==> src/rtl/adcseq_pkg.sv <==
package adcseq_pkg;
  typedef enum logic [2:0] {
    ST_IDLE  = 3'd0,
    ST_WREF  = 3'd1,
    ST_WTRIG = 3'd2,
    ST_SEL   = 3'd3,
    ST_CONV  = 3'd4
  } seq_state_e;

  localparam int CTL_EN       = 0;
  localparam int CTL_SYNC     = 1;
  localparam int CTL_GO       = 2;
  localparam int CTL_MASK_LSB = 3;

  localparam logic ADDR_CTL = 1'b0;
  localparam logic ADDR_DAT = 1'b1;
endpackage

==> src/rtl/adcseq_warmup.sv <==
module adcseq_warmup #(
  parameter int REF_CYC = 60
) (
  input  logic clk,
  input  logic rst,
  input  logic en_q,
  output logic ready
);
  localparam int RW = $clog2(REF_CYC + 1);
  localparam logic [RW-1:0] REF_FULL = RW'(REF_CYC);

  logic [RW-1:0] warm_cnt;

  always_ff @(posedge clk) begin
    if (rst || !en_q) warm_cnt <= '0;
    else if (warm_cnt != REF_FULL) warm_cnt <= warm_cnt + 1'b1;
  end

  assign ready = (warm_cnt == REF_FULL);

  // once warm, the reference stays ready while enable stays high
  p_warm_hold_r3: assert property (@(posedge clk) disable iff (rst)
    (en_q && $past(en_q) && $past(ready)) |-> ready);
endmodule

==> src/rtl/adcseq_result_src.sv <==
module adcseq_result_src #(
  parameter int RES_W = 10,
  parameter int CH_N  = 4
) (
  input  logic             clk,
  input  logic             rst,
  input  logic             capture,
  input  logic [CH_N-1:0]  mask,
  output logic [RES_W-1:0] sample
);
  localparam int CNT_W = RES_W - CH_N;

  logic [CNT_W-1:0] conv_cnt;

  always_ff @(posedge clk) begin
    if (rst) conv_cnt <= '0;
    else if (capture) conv_cnt <= conv_cnt + 1'b1;
  end

  assign sample = {conv_cnt, mask};

  // every completed conversion advances the stand-in count by one
  p_count_step_r6: assert property (@(posedge clk) disable iff (rst)
    capture |=> (conv_cnt == $past(conv_cnt) + 1'b1));
endmodule

==> src/rtl/adcseq_fsm.sv <==
module adcseq_fsm
  import adcseq_pkg::*;
#(
  parameter int REF_CYC  = 60,
  parameter int SEL_CYC  = 51,
  parameter int CONV_CYC = 102
) (
  input  logic clk,
  input  logic rst,
  input  logic en_q,
  input  logic sync_q,
  input  logic ctl_wr,
  input  logic wr_en_bit,
  input  logic wr_go,
  input  logic wr_sync,
  input  logic trig_pin,
  output logic busy,
  output logic done
);
  localparam int PH_MAX = (SEL_CYC > CONV_CYC) ? SEL_CYC : CONV_CYC;
  localparam int PW = $clog2(PH_MAX + 1);
  localparam logic [PW-1:0] SEL_LAST  = PW'(SEL_CYC - 1);
  localparam logic [PW-1:0] CONV_LAST = PW'(CONV_CYC - 1);

  seq_state_e    state, state_n;
  logic [PW-1:0] ph_cnt, ph_cnt_n;
  logic          ref_ready;
  logic          trig_m, trig_s;

  adcseq_warmup #(.REF_CYC(REF_CYC)) u_warm (
    .clk   (clk),
    .rst   (rst),
    .en_q  (en_q),
    .ready (ref_ready)
  );

  always_ff @(posedge clk) begin
    if (rst) begin
      trig_m <= 1'b0;
      trig_s <= 1'b0;
    end else begin
      trig_m <= trig_pin;
      trig_s <= trig_m;
    end
  end

  always_comb begin
    state_n  = state;
    ph_cnt_n = ph_cnt;
    done     = 1'b0;
    if (ctl_wr) begin
      ph_cnt_n = '0;
      if (wr_en_bit && wr_go)
        state_n = !ref_ready ? ST_WREF : (wr_sync ? ST_WTRIG : ST_SEL);
      else
        state_n = ST_IDLE;
    end else if (!en_q) begin
      state_n = ST_IDLE;
    end else begin
      case (state)
        ST_WREF: if (ref_ready) begin
          state_n  = sync_q ? ST_WTRIG : ST_SEL;
          ph_cnt_n = '0;
        end
        ST_WTRIG: if (trig_s) begin
          state_n  = ST_SEL;
          ph_cnt_n = '0;
        end
        ST_SEL: begin
          if (ph_cnt == SEL_LAST) begin
            state_n  = ST_CONV;
            ph_cnt_n = '0;
          end else ph_cnt_n = ph_cnt + 1'b1;
        end
        ST_CONV: begin
          if (ph_cnt == CONV_LAST) begin
            state_n  = ST_IDLE;
            ph_cnt_n = '0;
            done     = 1'b1;
          end else ph_cnt_n = ph_cnt + 1'b1;
        end
        default: ;
      endcase
    end
  end

  always_ff @(posedge clk) begin
    if (rst) begin
      state  <= ST_IDLE;
      ph_cnt <= '0;
    end else begin
      state  <= state_n;
      ph_cnt <= ph_cnt_n;
    end
  end

  assign busy = (state != ST_IDLE);

  // with enable low the sequencer sits idle
  p_idle_when_off_r8: assert property (@(posedge clk) disable iff (rst)
    !en_q |-> (state == ST_IDLE));
  // input selection never runs on a cold reference
  p_sel_needs_ref_r3: assert property (@(posedge clk) disable iff (rst)
    (state == ST_SEL) |-> ref_ready);
  // without a synchronized trigger the wait persists
  p_trig_hold_r5: assert property (@(posedge clk) disable iff (rst)
    (state == ST_WTRIG && !trig_s && !ctl_wr && en_q) |=> (state == ST_WTRIG));
  // conversion is entered only from input selection
  p_conv_from_sel_r4: assert property (@(posedge clk) disable iff (rst)
    (state == ST_CONV && $past(state) != ST_CONV) |-> ($past(state) == ST_SEL));
  // a control write without start leaves the sequencer idle
  p_abort_r7: assert property (@(posedge clk) disable iff (rst)
    (ctl_wr && !wr_go) |=> (state == ST_IDLE));
endmodule

==> src/rtl/adcseq_regs.sv <==
module adcseq_regs
  import adcseq_pkg::*;
#(
  parameter int DW    = 16,
  parameter int CH_N  = 4,
  parameter int RES_W = 10
) (
  input  logic             clk,
  input  logic             rst,
  input  logic             bus_wr,
  input  logic             bus_addr,
  input  logic [DW-1:0]    bus_wdata,
  input  logic             busy,
  input  logic             done,
  input  logic [RES_W-1:0] sample,
  output logic             en_q,
  output logic             sync_q,
  output logic [CH_N-1:0]  mask_q,
  output logic             ctl_wr,
  output logic             wr_en_bit,
  output logic             wr_go,
  output logic             wr_sync,
  output logic [DW-1:0]    bus_rdata,
  output logic             irq
);
  localparam int FIELD_TOP = CTL_MASK_LSB + CH_N;

  logic             valid_q;
  logic [RES_W-1:0] result_q;
  logic [DW-1:0]    ctl_view, dat_view;
  logic             unused_wbits;

  assign ctl_wr       = bus_wr && (bus_addr == ADDR_CTL);
  assign wr_en_bit    = bus_wdata[CTL_EN];
  assign wr_go        = bus_wdata[CTL_GO];
  assign wr_sync      = bus_wdata[CTL_SYNC];
  assign unused_wbits = ^bus_wdata[DW-1:FIELD_TOP];

  always_comb begin
    ctl_view                       = '0;
    ctl_view[CTL_EN]               = en_q;
    ctl_view[CTL_SYNC]             = sync_q;
    ctl_view[CTL_GO]               = busy;
    ctl_view[CTL_MASK_LSB +: CH_N] = mask_q;
    dat_view                       = '0;
    dat_view[DW-1]                 = valid_q;
    dat_view[RES_W-1:0]            = result_q;
  end

  always_ff @(posedge clk) begin
    if (rst) begin
      en_q      <= 1'b0;
      sync_q    <= 1'b0;
      mask_q    <= '0;
      valid_q   <= 1'b0;
      result_q  <= '0;
      irq       <= 1'b0;
      bus_rdata <= '0;
    end else begin
      if (ctl_wr) begin
        en_q    <= wr_en_bit;
        sync_q  <= wr_sync;
        mask_q  <= bus_wdata[CTL_MASK_LSB +: CH_N];
        valid_q <= 1'b0;
      end else if (done) begin
        valid_q  <= 1'b1;
        result_q <= sample;
      end
      irq       <= done;
      bus_rdata <= (bus_addr == ADDR_DAT) ? dat_view : ctl_view;
    end
  end

  // a control write always drops the valid flag
  p_wr_clears_valid_r7: assert property (@(posedge clk) disable iff (rst)
    ctl_wr |=> !valid_q);
  // valid only appears at the end of a running sequence
  p_valid_after_busy_r4: assert property (@(posedge clk) disable iff (rst)
    $rose(valid_q) |-> $past(busy));
  // the completion pulse lasts one cycle
  p_irq_single_r9: assert property (@(posedge clk) disable iff (rst)
    irq |=> !irq);
  // the pulse coincides with a set valid flag
  p_irq_with_valid_r9: assert property (@(posedge clk) disable iff (rst)
    irq |-> valid_q);
endmodule

==> src/rtl/adcseq_top.sv <==
module adcseq_top #(
  parameter int DW       = 16,
  parameter int CH_N     = 4,
  parameter int RES_W    = 10,
  parameter int REF_CYC  = 60,
  parameter int SEL_CYC  = 51,
  parameter int CONV_CYC = 102
) (
  input  logic          clk,
  input  logic          rst,
  input  logic          bus_wr,
  input  logic          bus_addr,
  input  logic [DW-1:0] bus_wdata,
  output logic [DW-1:0] bus_rdata,
  input  logic          sync_trig,
  output logic          busy,
  output logic          adc_irq
);
  logic             en_q, sync_q, ctl_wr, wr_en_bit, wr_go, wr_sync, done;
  logic [CH_N-1:0]  mask_q;
  logic [RES_W-1:0] sample;

  adcseq_regs #(.DW(DW), .CH_N(CH_N), .RES_W(RES_W)) u_regs (
    .clk       (clk),
    .rst       (rst),
    .bus_wr    (bus_wr),
    .bus_addr  (bus_addr),
    .bus_wdata (bus_wdata),
    .busy      (busy),
    .done      (done),
    .sample    (sample),
    .en_q      (en_q),
    .sync_q    (sync_q),
    .mask_q    (mask_q),
    .ctl_wr    (ctl_wr),
    .wr_en_bit (wr_en_bit),
    .wr_go     (wr_go),
    .wr_sync   (wr_sync),
    .bus_rdata (bus_rdata),
    .irq       (adc_irq)
  );

  adcseq_fsm #(.REF_CYC(REF_CYC), .SEL_CYC(SEL_CYC), .CONV_CYC(CONV_CYC)) u_fsm (
    .clk       (clk),
    .rst       (rst),
    .en_q      (en_q),
    .sync_q    (sync_q),
    .ctl_wr    (ctl_wr),
    .wr_en_bit (wr_en_bit),
    .wr_go     (wr_go),
    .wr_sync   (wr_sync),
    .trig_pin  (sync_trig),
    .busy      (busy),
    .done      (done)
  );

  adcseq_result_src #(.RES_W(RES_W), .CH_N(CH_N)) u_src (
    .clk     (clk),
    .rst     (rst),
    .capture (done),
    .mask    (mask_q),
    .sample  (sample)
  );
endmodule

==> config.mk <==
export PLATFORM = sky130hd
export DESIGN_NAME = adcseq_top
export DESIGN_NICKNAME = d
export VERILOG_FILES = /design/src/rtl/adcseq_pkg.sv /design/src/rtl/adcseq_warmup.sv /design/src/rtl/adcseq_result_src.sv /design/src/rtl/adcseq_fsm.sv /design/src/rtl/adcseq_regs.sv /design/src/rtl/adcseq_top.sv
export SDC_FILE = /design/constraint.sdc
export NUM_CORES = 1
export LEC_CHECK = 0
export BUFFER_PORTS_ARGS = -buffer_cell sky130_fd_sc_hd__buf_2
export CAP_MARGIN = 20
export CORE_MARGIN = 1
export CORE_UTILIZATION = 55
export CTS_CLUSTER_SIZE = 10
export DETAILED_ROUTE_END_ITERATION = 7
export PLACE_DENSITY = 0.78
export SLEW_MARGIN = 20
export SYNTH_ARGS = -nofsm -noshare
export SYNTH_HDL_FRONTEND = slang
export SYNTH_HIERARCHICAL = 1
export SYNTH_SLANG_ARGS = --single-unit
==> constraint.sdc <==
create_clock -name clk -period 4.9 [get_ports clk]
set_input_delay 0.735 -clock clk [delete_from_list [all_inputs] [get_ports clk]]
set_output_delay 0.735 -clock clk [all_outputs]
set_load 0.05 [all_outputs]
## Word-level counts from Yosys, hierarchy flattened

Index checks and enable logic that the tools add are counted.

- Flip-flop bits (word level): 58
- Bits of input ports: 21
- Output and inout bits: 18
- Word-level logic and storage cells: 66

- $add $sub $neg: 3
- Eq/ne operators: 15
- Muxes and demuxes: 21
- Bitwise operators: 2
- Reductions and logical operators: 11

Operator list:

| kind | number |
|---|---|
| 2-to-1 mux 7 bit | 5 |
| case mux 7 bit (4 select lines) | 1 |
| 2-to-1 mux 3 bit | 8 |
| inequality test 4 x 3 -> 1 bit (second input constant) | 4 |
| adder 6 x 1 -> 6 bit (second input constant) | 2 |
| case mux 3 bit (4 select lines) | 1 |
| adder 7 x 1 -> 7 bit (second input constant) | 1 |
| equality test 7 x 6 -> 1 bit (second input constant) | 1 |
| equality test 7 bit (second input constant) | 1 |
| equality test 3 x 2 -> 1 bit (second input constant) | 2 |
| equality test 6 bit (second input constant) | 1 |
| 2-to-1 mux 1 bit | 6 |
| inequality test 6 x 2 -> 1 bit (second input constant) | 1 |
| inequality test 6 bit (second input constant) | 1 |
| AND reduction 5 bit | 1 |
| inequality test 2 x 1 -> 1 bit (second input constant) | 2 |
| AND reduction 4 bit | 1 |
| nonzero test 4 bit | 1 |
| OR reduction 2 bit | 2 |
| equality test 3 x 1 -> 1 bit (second input constant) | 1 |
| equality test 3 bit (second input constant) | 1 |
| nonzero test 3 bit | 1 |
| logical AND 1 bit | 2 |
| inverter 1 bit | 2 |
| 3 further kinds | 3 |

## Depth between registers and ports, before layout

Gate-level depths: netlist (run 1).

- Depth after elaboration: 6
- Depth in mapped cells: 11
- Mapped depth without buffers: 10

## Cells and area by module

Netlist (run 1), hierarchy kept.

By module, submodules not included:

| module | instances | cells an instance | area each (um2) | seq. area each (um2) |
|---|---|---|---|---|
| adcseq_regs | 1 | 120 | 1134.8 | 580.6 |
| adcseq_fsm | 1 | 94 | 762.0 | 240.2 |
| adcseq_warmup | 1 | 33 | 290.3 | 120.1 |
| adcseq_result_src | 1 | 28 | 269.0 | 120.1 |

## Worst setup path before layout (run 1)

OpenSTA, ideal clock, no wires.

- Path type: input -> register
- From: input port bus_addr
- To: register u_src.conv_cnt[5]
- Library setup time: 0.070 ns
- Data arrival time: 2.796 ns
- Data required time: 4.830 ns
- Path slack: 2.035 ns
- Stages on the path: 10
- Buffers on the path: 3
- Cell sequence: buf_6 -> nand2b_4 -> buf_6 -> inv_8 -> buf_12 -> nand2b_1 -> nor3_1 -> nand4_2 -> or3_1 -> a21oi_1

- Longest elaborated chain between the ends: 3

Ends and longest elaborated chain:

| what | line | source |
|---|---|---|
| start: declaration | adcseq_top.sv:12 | `input logic bus_addr,` |
| inverter 1 bit (no source line) | - |  |
| logical AND 1 bit | adcseq_regs.sv:33 | `assign ctl_wr = bus_wr && (bus_addr == ADDR_CTL);` |
| net ctl_wr | adcseq_top.sv:19 | `logic en_q, sync_q, ctl_wr, wr_en_bit, wr_go, wr_sync, done;` |
| 2-to-1 mux 1 bit | adcseq_fsm.sv:51 | `if (ctl_wr) begin` |
| net done | adcseq_top.sv:19 |  |
| end signal: assignment | adcseq_result_src.sv:17 | `else if (capture) conv_cnt <= conv_cnt + 1'b1;` |
| end: declaration | adcseq_result_src.sv:13 | `logic [CNT_W-1:0] conv_cnt;` |

The timed path passes the listed nets, and every way through them passes these cells.
A chain may end at the register's enable or synchronous reset.

## Worst setup path in the final report (run 1)

- From: input port bus_addr
- To: register u_regs.result_q[1]

- Longest elaborated chain between the ends: 4
- Elaborated cells between the ends (all ways): 5
- Those cells by class: 1 x mux; 2 x bitwise; 2 x reduce/logical

Ends and longest elaborated chain:

| what | line | source |
|---|---|---|
| inverter 1 bit (no source line) | - |  |
| logical AND 1 bit | adcseq_regs.sv:33 |  |
| net ctl_wr | adcseq_top.sv:19 |  |
| 2-to-1 mux 1 bit | adcseq_fsm.sv:51 |  |
| net done | adcseq_top.sv:19 |  |
| AND reduction 2 bit (no source line) | - |  |
| end signal: assignment | adcseq_regs.sv:67 | `result_q <= sample;` |
| end: declaration | adcseq_regs.sv:29 | `logic [RES_W-1:0] result_q;` |

The timed path passes the listed nets, and every way through them passes these cells.

==> results of run 1 <==
==> worst min-delay path by stage <==
stage | to | cells past startpoint
floorplan | u_fsm/trig_s | 1
global placement | u_fsm/trig_s | 1
detailed placement | u_fsm/trig_s | 1
CTS | u_fsm/trig_s | 1
global route | u_fsm/trig_s | 1
finish | u_fsm/trig_s | 1
==> worst reg2reg max path, cell delays in order, from the launching register on <==
cell and delay [ns]:
dfxtp_1 0.40, ha_1 0.17, nand4b_1 0.12, nor3b_2 0.33, inv_1 0.12, nor3_2 0.50, buf_4 0.28, inv_1 0.18
o21ai_0 0.25, a21oi_1 0.10
==> registers in the layout (all words and copies together) (netlist names) <==
register / flops
u_regs/valid_q: 1
u_fsm/state: 3
u_regs/en_q: 1
u_regs/bus_rdata: 11
u_fsm/u_warm/warm_cnt: 6
u_fsm/trig_m: 1
u_regs/mask_q: 4
u_regs/irq: 1
u_fsm/trig_s: 1
u_fsm/ph_cnt: 7
u_regs/result_q: 10
u_src/conv_cnt: 6
u_regs/sync_q: 1
==> placed cells by master, fill, tap and decap left out, types with 5 or more instances in the layout <==
cell	n
a21oi_1	25
a31oi_1	7
and2_1	7
buf_2	24
clkbuf_8	6
conb_1	5
dfxtp_1	53
ha_1	6
inv_1	8
mux2i_1	8
nand2_1	23
nand3_1	20
nand3b_1	5
nor2_1	19
nor2b_1	5
o21ai_0	11
==> kinds of logic (layout without fill, tap and decap cells) <==
kind of cell | Yosys count | count (layout) | share of synthesized area
AOI/OAI and AO/OA | 64 | 64 | 0.160
xor gates and xnor gates | 6 | 6 | 0.0214
adders and majority gates | 6 | 6 | 0.0306
buffers and inverters | 34 | 42 | 0.0948
DFF | 53 | 53 | 0.432
muxes | 8 | 8 | 0.0326
other | 1 | 5 | 0.00153
and+or+nand+nor | 103 | 103 | 0.227
==> routing by layer <==
metal | share of wire | vias to the layer above | track usage
met5 | 0 | - | 0
met4 | 0.012 | 0 | 0.0918
met3 | 0.032 | 4 | 0.0362
met2 | 0.47 | 34 | 0.325
met1 | 0.48 | 899 | 0.270
li1 | - | 966 | -
==> per-stage QoR <==
step,instances,hold slack (ns),setup slack [ns],util,total power [W]
final,337,0.448,2.02,0.620,0.000743
after global routing,337,0.466,1.85,0.620,0.000771
after CTS,337,0.450,2.04,0.620,0.000748
after detailed placement,329,0.428,1.73,0.597,0.000498
after global placement,329,0.423,1.77,0.597,0.000498
after floorplan,279,0.414,2.03,-,0.000497
==> report_power, final <==
part | switching, W | total (W) | internal, W | leakage (nW)
Sequential | 0.00000425 | 0.000440 | 0.000435 | 0.428
Clock | 0.000140 | 0.000254 | 0.000115 | 0.0512
Combinational | 0.0000366 | 0.0000492 | 0.0000127 | 0.511
Total | 0.000181 | 0.000743 | 0.000563 | 0.991
==> final cells by class <==
cell class                      instances  area share
Multi-Input combinational cell        192       0.460
Sequential cell                        53       0.413
Timing Repair Buffer                   25      0.0496
Clock buffer                            6      0.0321
Tap cell                               50      0.0243
Inverter                                9      0.0161
Clock inverter                          2     0.00535
==> results list, run 1 <==
- Area of the die: 4740 um^2
- The count of buffers added on input and output ports is 24.
* Max clock buf depth: 2
- Number of nets at the end of the flow: 313
- In this run, synthesis produced a sequential element count of 53.
- Total cell area at the placement stage: 2470 um^2
* Hold Path Origin: u_fsm/trig_m
- The run finished with clean final reports.
- Post CTS Setup Buffer Count: 0
* Layout cell share with drive strength beyond 1: 0.167
- Arrival time worst endpoint: 3.04 ns
* Starting Density: 0.593
- Area growth from synthesis to final layout: 4.69%
- In this run the clock root is driven by a clkbuf_8.
- Global-route wire length before repair: 7260 um
- The worst register-to-register path has a depth of 9.
* Layout Skew: 0.00549 ns
* Post-synthesis cell area: between 2000 and 2500 um^2
* Detailed-placement wirelength estimate: 2930 um
* Routability congestion estimate from global placement: 0.862
- After synthesis, the cell types taking the most area are dfxtp_1 (43%), a21oi_1 (5.1%), nand3_1 (4.1%).
* Sum of negative setup slack: 0 ns
- Antenna fix cells: 0
- Counting the fill cells in the layout gives 363.
- dfxtp_1 is the most common cell in the netlist.
- Minimum clock period after layout: 2.88 ns
* IO Pins: 39
- Of all nets on the critical path, the largest fanout is 22.
* Clock input transition at the sequential cells of the worst setup and hold paths: 0.09 ns
- Max-cap violations in this run came to 0.
- Area of the multi-input gates: between 1000 and 1500 um^2
- Sequential cell area in the final layout: roughly 1100 um^2
* Maximum number of pins on one net before global-route repair: 40
* Total wire length after detailed routing: 4320 um
- Averaged over all synthesized cells, the footprint is 8.93 um^2.
- Based on the critical path, the design can be clocked at up to 347 MHz.
- For the worst setup path, the data required time is 5.06 ns.
- In this run the register-to-register setup slack is 2.31 ns.
* Count of cell instances traversed by the critical path: 9
- Static leakage: ~0.99 nW
- Post-route cell area: around 2600 um^2
- Initial antenna violation count: 0
* Final routed DRC violation total: 0
* Remaining number of nets flagged by the antenna check after routing: 0
- Number of rows created at floorplan: 23
- Gate count after technology mapping: around 280
- In this run the critical register-to-register path is launched from u_fsm/ph_cnt[0].
* Number of buffers created by CTS: 5
* TritonCTS clock tree: yes
* Iteration-0 DRC Markers: 141
- Of all flip-flops after synthesis, the portion carrying an async set or reset was 0.
- Detail-routed net length per standard cell: 12.8 um
- Largest stage delay, worst path: 0.55 ns
- Grouping stages by cell kind, the critical path spends the most delay in simple AND/OR/NAND/NOR gates.
* Share of the yosys chip area belonging to registers: 0.432
* Endpoint of the worst register-to-register path: u_regs/result_q[1]
- Final setup viols: 0
- Setup repair after global routing left no endpoint under its margin.
- For this run the aggregate overflow at the end of global routing stands at 0.
- Drt pass-1 iters: 4
- The number of pins with negative max-slew slack in the final report was 0.
- Max-Slew Margin vs Limit: 0.538
* Count of vias placed by the detailed router: 1903
* Critical Path Sink Type: flip-flop
- Final clock period utilization by the worst path: 0.588
- The worst setup path is of the primary input to flip-flop kind.
- The path class of the tightest hold or removal check is flip-flop to flip-flop.
* Overall global routing resource usage: 0.204
- The die is 68.8 um tall.
- Post-cts sizing count: 0
* Power Dens Cells: 289 nW/um^2
- In this run the horizontal extent of the chip is just under 70 um.
* Final Hold Fails: 0
- Buffers inserted to repair hold after CTS numbered 0.
* Crit-path cells: buf_2 > nand2b_4 > inv_8 > nand2b_1 > nor3_2 > buf_4 > inv_1 > o21ai_0 > a21oi_1
* Number of warnings printed during yosys synthesis: 6
- The share of synthesized area in the top cell type comes to 0.432.
- Synth cell count leaders: dfxtp_1 (53), a21oi_1 (25), nand2_1 (23)
* Crit. Startpoint: bus_addr
- Htree depth: 2
* Via count of the first global-routing pass: roughly 1700
- Critical-path top delay cell: nor3_2
- Later-pin clock latency in the skew report: 0.30 ns
- Worst setup path endpoint: u_regs/result_q[1]
- Largest area contributor in the netlist: dfxtp_1
- Using the TritonRoute via totals, the vias-per-cell ratio works out to 5.65.
- For the pin with the worst max-slew slack, the measured transition is ~0.7 ns.
* Library cells used by synthesis: 48
* CP startpoint kind: primary input
- Number of buffers and inverters on the critical path: 4
* Number of enable flip-flop cells after synthesis: 0
- The core region is 4140 um^2.
* Num Clock Sinks: between 50 and 60
- IR analysis of the VDD net gives a maximum drop of about 0.00021 V.
* Top_reg_cell synth: dfxtp_1
(Power assumes the default switching activity.)
==> inputs of run 2 (changes only) <==
==> constraint.sdc (replaced) <==
create_clock -name clk -period 3 [get_ports clk]
set_input_delay 0.45 -clock clk [delete_from_list [all_inputs] [get_ports clk]]
set_output_delay 0.45 -clock clk [all_outputs]
set_load 0.05 [all_outputs]
==> run 2 against run 1 <==
Net effect: worst setup slack worse by 1.3 ns; first-iteration DRC count down 45%; routed wire length up 3.4%; critical path depth unchanged; sequential cell count unchanged; sequential power up 63%; die area unchanged; via count up 0.16%.
==> results list, run 2 (synthesis results as in run 1) <==
- The peak supply drop is 0.000238 V (+12%).
- Setup repair after global routing left no endpoint under its margin.
- The final hold violation count is 0 (unchanged).
- Chip width: 68.8 um (unchanged)
* Largest regs: u_regs/bus_rdata x11, u_regs/result_q x10, u_fsm/ph_cnt x7
* Post-cts sizing count: 0 (unchanged)
- Sum of negative setup slack: 0 ns (unchanged)
- The clock transition at the registers of the reported paths is 0.10 ns (about the same).
- Count of vias placed by the detailed router: 1906 (+0.16%)
- The count of final setup violators is 0 (unchanged).
- Max clock buf depth: 2 (unchanged)
- Later-pin clock latency in the skew report: 0.31 ns (about the same)
* Busiest layer in global routing: met2
- Post CTS Setup Buffer Count: 0 (unchanged)
- The wire length per cell is 13.2 um (+2.8%).
* Remaining number of nets flagged by the antenna check after routing: 0 (unchanged)
- Relative to the synthesized area, the layout overhead comes to 5.96%.
- STA classifies the critical path startpoint as a flip-flop.
- The final core utilization was 0.628 (+0.00755).
* Post-Place Worst Slack: 0.688 ns (-1.05 ns)
* Top fanout value on the critical path: 17 (-23%)
- TritonCTS built the clock tree.
- Layout Skew: 0.0104 ns (+0.00496 ns)
- The number of buffers and inverters on the critical path is 2 (-2).
* Result of the run: complete, no violations
- STA classifies the critical path endpoint as a flip-flop.
* Largest register FFs: 11 (unchanged)
- Data required time at the worst endpoint: 3.25 ns (-1.81 ns)
- The die span in y was 68.8 um (unchanged).
- On the critical path, the stage with the largest delay is an instance of dfxtp_1.
* Largest stage delay, worst path: 0.40 ns (-0.15 ns)
- u_regs/bus_rdata holds more flip-flops than any other register.
- Number of buffers created by CTS: 5 (unchanged)
* Commonest non-fill, non-tap cell in the layout: dfxtp_1
- The depth of the CTS H-tree was 2 (unchanged).
- Dividing the final minimum period by the clock period gives 0.745.
- The standard-cell row count was 23 (unchanged).
* Routability congestion estimate from global placement: 0.902 (+4.6%)
* Max-Slew Margin vs Limit: 0.591 (+0.0531)
- IO Pins: 39 (unchanged)
- Overall global routing resource usage: 0.207 (+0.00284)
* Buffer cell driving the clock tree root: clkbuf_8
- Number of nets at the end of the flow: 315 (+0.64%)
- Minimum clock period after layout: 2.23 ns
* Crit-path cells: ha_1 > nand4b_1 > nor3b_2 > inv_1 > nor3_2 > buf_4 > nand4_2 > or3_1 > a21oi_1
* Via-to-Cell Ratio: 5.62 (-0.43%)
- Detailed-placement wirelength estimate: 3040 um (+3.6%)
* Starting Density: 0.593 (unchanged)
* Power Dens Cells: 496 nW/um^2 (+72%)
- Initial antenna violation count: 0 (unchanged)
- The iteration-0 DRC count of the detailed router came to 78 (-45%).
* Global-route wire length before repair: 7290 um (+0.39%)
- The pin count of the biggest net entering global routing is 23 (-43%).
- The remaining global-route overflow was 0 (unchanged).
- Number of input and output port buffers inserted: 24 (unchanged)
- Met3 Resource Use GR: 0.0543 (+0.0181)
- The clock net sink count was 53 (unchanged).
- Area of the die: 4740 um^2 (unchanged)
- Arrival time worst endpoint: 2.48 ns (-0.56 ns)
- Cts-stage hold buffer count: 0 (unchanged)
- Static leakage: 1.01 nW (+1.7%)
- The layout cell share with drive strength beyond 1 is 0.173 (+0.00576).
- The slew at the pin with the worst max-slew slack was 0.611 ns (-0.0819 ns).
* Final routed DRC violation total: 0 (unchanged)
* Top delay family on crit path: simple AND/OR/NAND/NOR gates
- The number of pins with negative max-slew slack in the final report was 0 (unchanged).
* Max-capacitance violation count: 0 (unchanged)
- Routing usage on met1: 0.263 (-0.00678)
* Core area: 4140 um^2 (unchanged)
* Tot Pwr: 0.00129 W (+74%)
* Via count of the first global-routing pass: 1664 (-0.72%)
* Top library cells by usage in the layout, fill and taps aside: dfxtp_1 (53), a21oi_1 (25), buf_2 (24)
* Drt pass-1 iters: 4 (unchanged)
- Derived from the worst setup path, the maximum achievable clock frequency is 448 MHz.
- Met2 GRT Util: 0.343 (+0.0184)
- The path class of the tightest hold or removal check is primary input to flip-flop.
* Total wire length after detailed routing: 4470 um (+3.4%)
- Antenna fix cells: 0 (unchanged)
- The final worst setup slack came to 0.766 ns (-1.25 ns).
- The critical path is of the flip-flop to flip-flop type.
-- run 2: cell count changes in the layout (fill, tap and decap cells not counted), sizes merged --
cell,before,now
inv,9,10
clkinv,2,1
buf,25,27
bufinv,0,1
clkbuf,6,5
-- run 2: per-layer routing --
| metal | wire [um] | up-vias |
|---|---|---|
| met4 | 56 | 0 |
| met1 | 2160 | 895 |
| met3 | 130 | 7 |
| met5 | 0 | - |
| li1 | - | 974 |
| met2 | 2120 | 30 |
-- run 2: cell type report --
type	count	area, um^2
Clock buffer	5	68.8
Clock inverter	3	43.8
Fill cell	367	1540
Inverter	9	41.3
Multi-Input combinational cell	192	1180
Sequential cell	53	1060
Tap cell	50	62.6
Timing Repair Buffer	27	143
-- run 2: final timing paths --
kind,start,to,slack [ns],cells after the start
worst max-delay path,u_fsm/ph_cnt[0],u_src/conv_cnt[5],0.77,9
worst min register to register,u_fsm/trig_m,u_fsm/trig_s,0.46,1
worst min-delay path,sync_trig,u_fsm/trig_m,0.35,2
worst max register to register,u_fsm/ph_cnt[0],u_src/conv_cnt[5],0.77,9
-- run 2: stage by stage --
step	std cells	cell area, um^2	hold slack [ns]
global placement	331	2490	0.418
CTS	339	2600	0.348
detailed placement	331	2490	0.442
finish	339	2600	0.351
floorplan	279	2470	0.414
global route	339	2600	0.352
-- run 2: where the power goes --
part,switching (W),internal [W]
combinational,0.0000603,0.0000224
clock,0.000240,0.000250
sequential,0.00000723,0.000711
total,0.000307,0.000984
==> inputs of run 3 (changes only) <==
--- a/config.mk
+++ b/config.mk
@@ -8,10 +8,10 @@
 export BUFFER_PORTS_ARGS = -buffer_cell sky130_fd_sc_hd__buf_2
 export CAP_MARGIN = 20
 export CORE_MARGIN = 1
-export CORE_UTILIZATION = 55
+export CORE_UTILIZATION = 50
 export CTS_CLUSTER_SIZE = 10
 export DETAILED_ROUTE_END_ITERATION = 7
-export PLACE_DENSITY = 0.78
+export PLACE_DENSITY = 0.75
 export SLEW_MARGIN = 20
 export SYNTH_ARGS = -nofsm -noshare
 export SYNTH_HDL_FRONTEND = slang
==> constraint.sdc (replaced) <==
create_clock -name clk -period 1.88 [get_ports clk]
set_input_delay 0.282 -clock clk [delete_from_list [all_inputs] [get_ports clk]]
set_output_delay 0.282 -clock clk [all_outputs]
set_load 0.05 [all_outputs]
==> run 3 against run 2 <==
Net effect: the flow now finishes with violations (setup timing); worst setup slack got worse by 0.97 ns; largest cell class unchanged; sequential cell count is the same; sequential power up 59%.
==> results list, run 3 (synthesis results as in run 1) <==
* Antenna fix cells: 0 (unchanged)
- The depth of the CTS H-tree is 2 (unchanged).
* Clock input transition at the sequential cells of the worst setup and hold paths: 0.10 ns (about the same)
- The worst setup path is launched from a flip-flop.
- Buffer cell driving the clock tree root: clkbuf_8
- The total power was 0.00196 W (+52%).
- Unrepaired setup endpoints after global routing: yes
- The worst hold margin is 0.174 ns (-0.177 ns).
- Number of pins exceeding their max-slew limit in the final report: 0 (unchanged)
- TritonCTS clock tree: yes
* Number of nets at the end of the flow: 345 (+9.5%)
* Max clock buf depth: 2 (unchanged)
- The final worst setup slack is -0.199 ns (-0.965 ns).
* Data required time at the worst endpoint: 2.10 ns (-1.15 ns)
- The remaining global-route overflow was 0 (unchanged).
- The worst clock skew is 0.00729 ns (-0.00315 ns).
* Via-to-Cell Ratio: 5.36 (-4.7%)
- In this run the most critical hold path is launched from sync_trig.
- Walking the worst path, the cells encountered are inv_2 > ha_4 > nand4b_1 > nor3b_2 > inv_2 > nor3_4 > clkinvlp_4 > buf_6 > o21ai_2 > a21oi_1.
- The largest registers in the layout are u_regs/bus_rdata x11, u_regs/result_q x10, u_fsm/ph_cnt x7.
- The wire length on met2 came to 2260 um (+6.4%).
- The count of final setup violators came to 15 (+15).
* IR drop worst, VDD: 0.000284 V (+19%)
- Largest register FFs: 11 (unchanged)
- For this design, the slowest cell found on the critical path is dfxtp_2.
- Top fanout value on the critical path: 8 (-9)
* Most frequent cell on the critical path: inv_2
- The clock net sink count was 53 (unchanged).
- Layout cell share with drive strength beyond 1: 0.313 (+0.140)
* Power Dens Cells: 664 nW/um^2 (+34%)
- Minimum clock period after layout: 2.08 ns (-0.155 ns)
* Highest signal layer in the routed design: met4
- Chip width: 72.1 um (+4.7%)
- Core area: 4720 um^2 (+14%)
* Area of the die: 5200 um^2 (+9.7%)
* Starting Density: 0.520 (-0.0727)
- The remaining number of nets flagged by the antenna check after routing is 0 (unchanged).
* Violations in the final reports: setup timing
- Iteration-0 DRC Markers: 104 (+33%)
- Met3 wire length: 249 um (+92%)
- Global-route wire length before repair: 7600 um (+4.4%)
- Via count of the first global-routing pass: 1739 (+4.5%)
- Total wire length after detailed routing: 4850 um (+8.5%)
- Number of buffers created by CTS: 5 (unchanged)
* Type of the worst min-delay path: primary input to flip-flop
- Overall global routing resource usage: 0.185 (-0.0221)
- The delay of the slowest critical-path stage is 0.33 ns (-0.07 ns).
- Final routed DRC violation total: 0 (unchanged)
* Arrival time worst endpoint: 2.29 ns (-0.19 ns)
- Later-pin clock latency in the skew report: 0.31 ns (about the same)
- The final hold violation count is 0 (unchanged).
- The final core utilization was 0.625 (-0.00338).
* Count of vias placed by the detailed router: 2069 (+8.6%)
- Critical Path Sink Type: flip-flop
- IO Pins: 39 (unchanged)
- Detail-routed net length per standard cell: 12.6 um (-4.7%)
- The part of the cycle the worst path needs was 1.11 (+0.361).
- The run finished, with violations left.
* Worst flop-to-flop path startpoint: u_fsm/ph_cnt[1]
- Register with the most flip-flops: u_regs/bus_rdata
- The achievable clock frequency came to 481 MHz (+7.4%).
- Vertical extent of the die: 72.1 um (+4.7%)
- Initial antenna violation count: 0 (unchanged)
- The detailed-route wire length on metal 1 was 2270 um (+4.9%).
- Static leakage: 1.19 nW (+18%)
* Commonest non-fill, non-tap cell in the layout: dfxtp_1
* Detailed-placement wirelength estimate: 3290 um (+8.4%)
- Relative to the synthesized area, the layout overhead comes to 20.1%.
- The critical path is of the flip-flop to flip-flop type.
- The routability-driven placement congestion ratio came to 0.766 (-15%).
- The standard-cell row count is 25 (+8.7%).
* Max-capacitance violation count: 0 (unchanged)
- The most critical setup path has its startpoint at u_fsm/ph_cnt[1].
* Maximum number of pins on one net before global-route repair: 22 (-4.3%)
- The count of input and output buffers came to 24 (unchanged).
* Number of filler instances in the final layout: 384 (+4.6%)
- Leaving out fill and tap cells, the most frequent cells in the layout are dfxtp_1 (50), buf_4 (26), buf_2 (24), a21oi_1 (24), nand2_1 (22).
- Drt pass-1 iters: 4 (unchanged)
## run 3: changes by cell type in the layout (fill, tap and decap cells not counted), moves of 2 or more
cell and change:
ha_1 -2, clkinvlp_4 +2, inv_2 +3, o21ai_2 +4
buf_4 +23, buf_6 +7, dfxtp_1 -3, o21ai_1 +3
inv_1 -4, dfxtp_2 +3, o21ai_0 -8
## run 3: final timing paths
check,cells past startpoint,endpoint,slack (ns)
max,10,u_regs/result_q[2],-0.20
min,2,u_fsm/trig_m,0.17
max reg2reg,10,u_regs/result_q[2],-0.20
min reg2reg,1,u_fsm/trig_s,0.45
## run 3: worst max-delay path: cells and delay by family, from the launching register on
family / cells / cell delay (ns)
AND/OR/NAND/NOR: 3 / 0.71
buffers and inverters: 4 / 0.63
flip-flops: 1 / 0.33
adder cells (fa/ha/maj): 1 / 0.11
AO/OA/AOI/OAI: 2 / 0.20
## run 3: layout make-up
cell class	instances	area, um^2	area share
sequential	53	1060	0.361
clock buffer	5	68.8	0.0233
multi-input combinational	192	1270	0.430
timing repair buffer	57	394	0.134
inverter	9	45.0	0.0153
tap	67	83.8	0.0284
clock inverter	3	25.0	0.00848
## run 3: stage by stage
stage               area (um^2)  std cells  worst slack, ns  setup TNS [ns]
detailed placement         2720        372          -0.0412          -0.243
CTS                        2820        380          -0.0281         -0.0973
floorplan                  2510        279          -0.0738         -0.0738
global placement           2720        372           0.0111               0
global route               2950        386           -0.335           -4.07
finish                     2950        386           -0.199           -1.72
## run 3: routing by layer
| layer | vias up | global-route usage |
|---|---|---|
| met3 | 7 | 0.0458 |
| met2 | 50 | 0.296 |
| li1 | 1035 | - |
| met1 | 977 | 0.242 |
| met4 | 0 | 0.0697 |
| met5 | - | 0 |
## run 3: power by group
part | switching, W | total, W | internal [W] | leakage, nW
sequential | 0.0000101 | 0.00114 | 0.00113 | 0.430
clock | 0.000396 | 0.000665 | 0.000269 | 0.0447
combinational | 0.000105 | 0.000150 | 0.0000451 | 0.713
## run 3: what timing repair did
item / in CTS / in global routing
hold buffers: 0 / 0
endpoints found under the setup margin: 15 / 22
buffers inserted: 0 / 6
resized for setup: 2 / 24
cloned: 0 / 0
pin swaps: 1 / 16
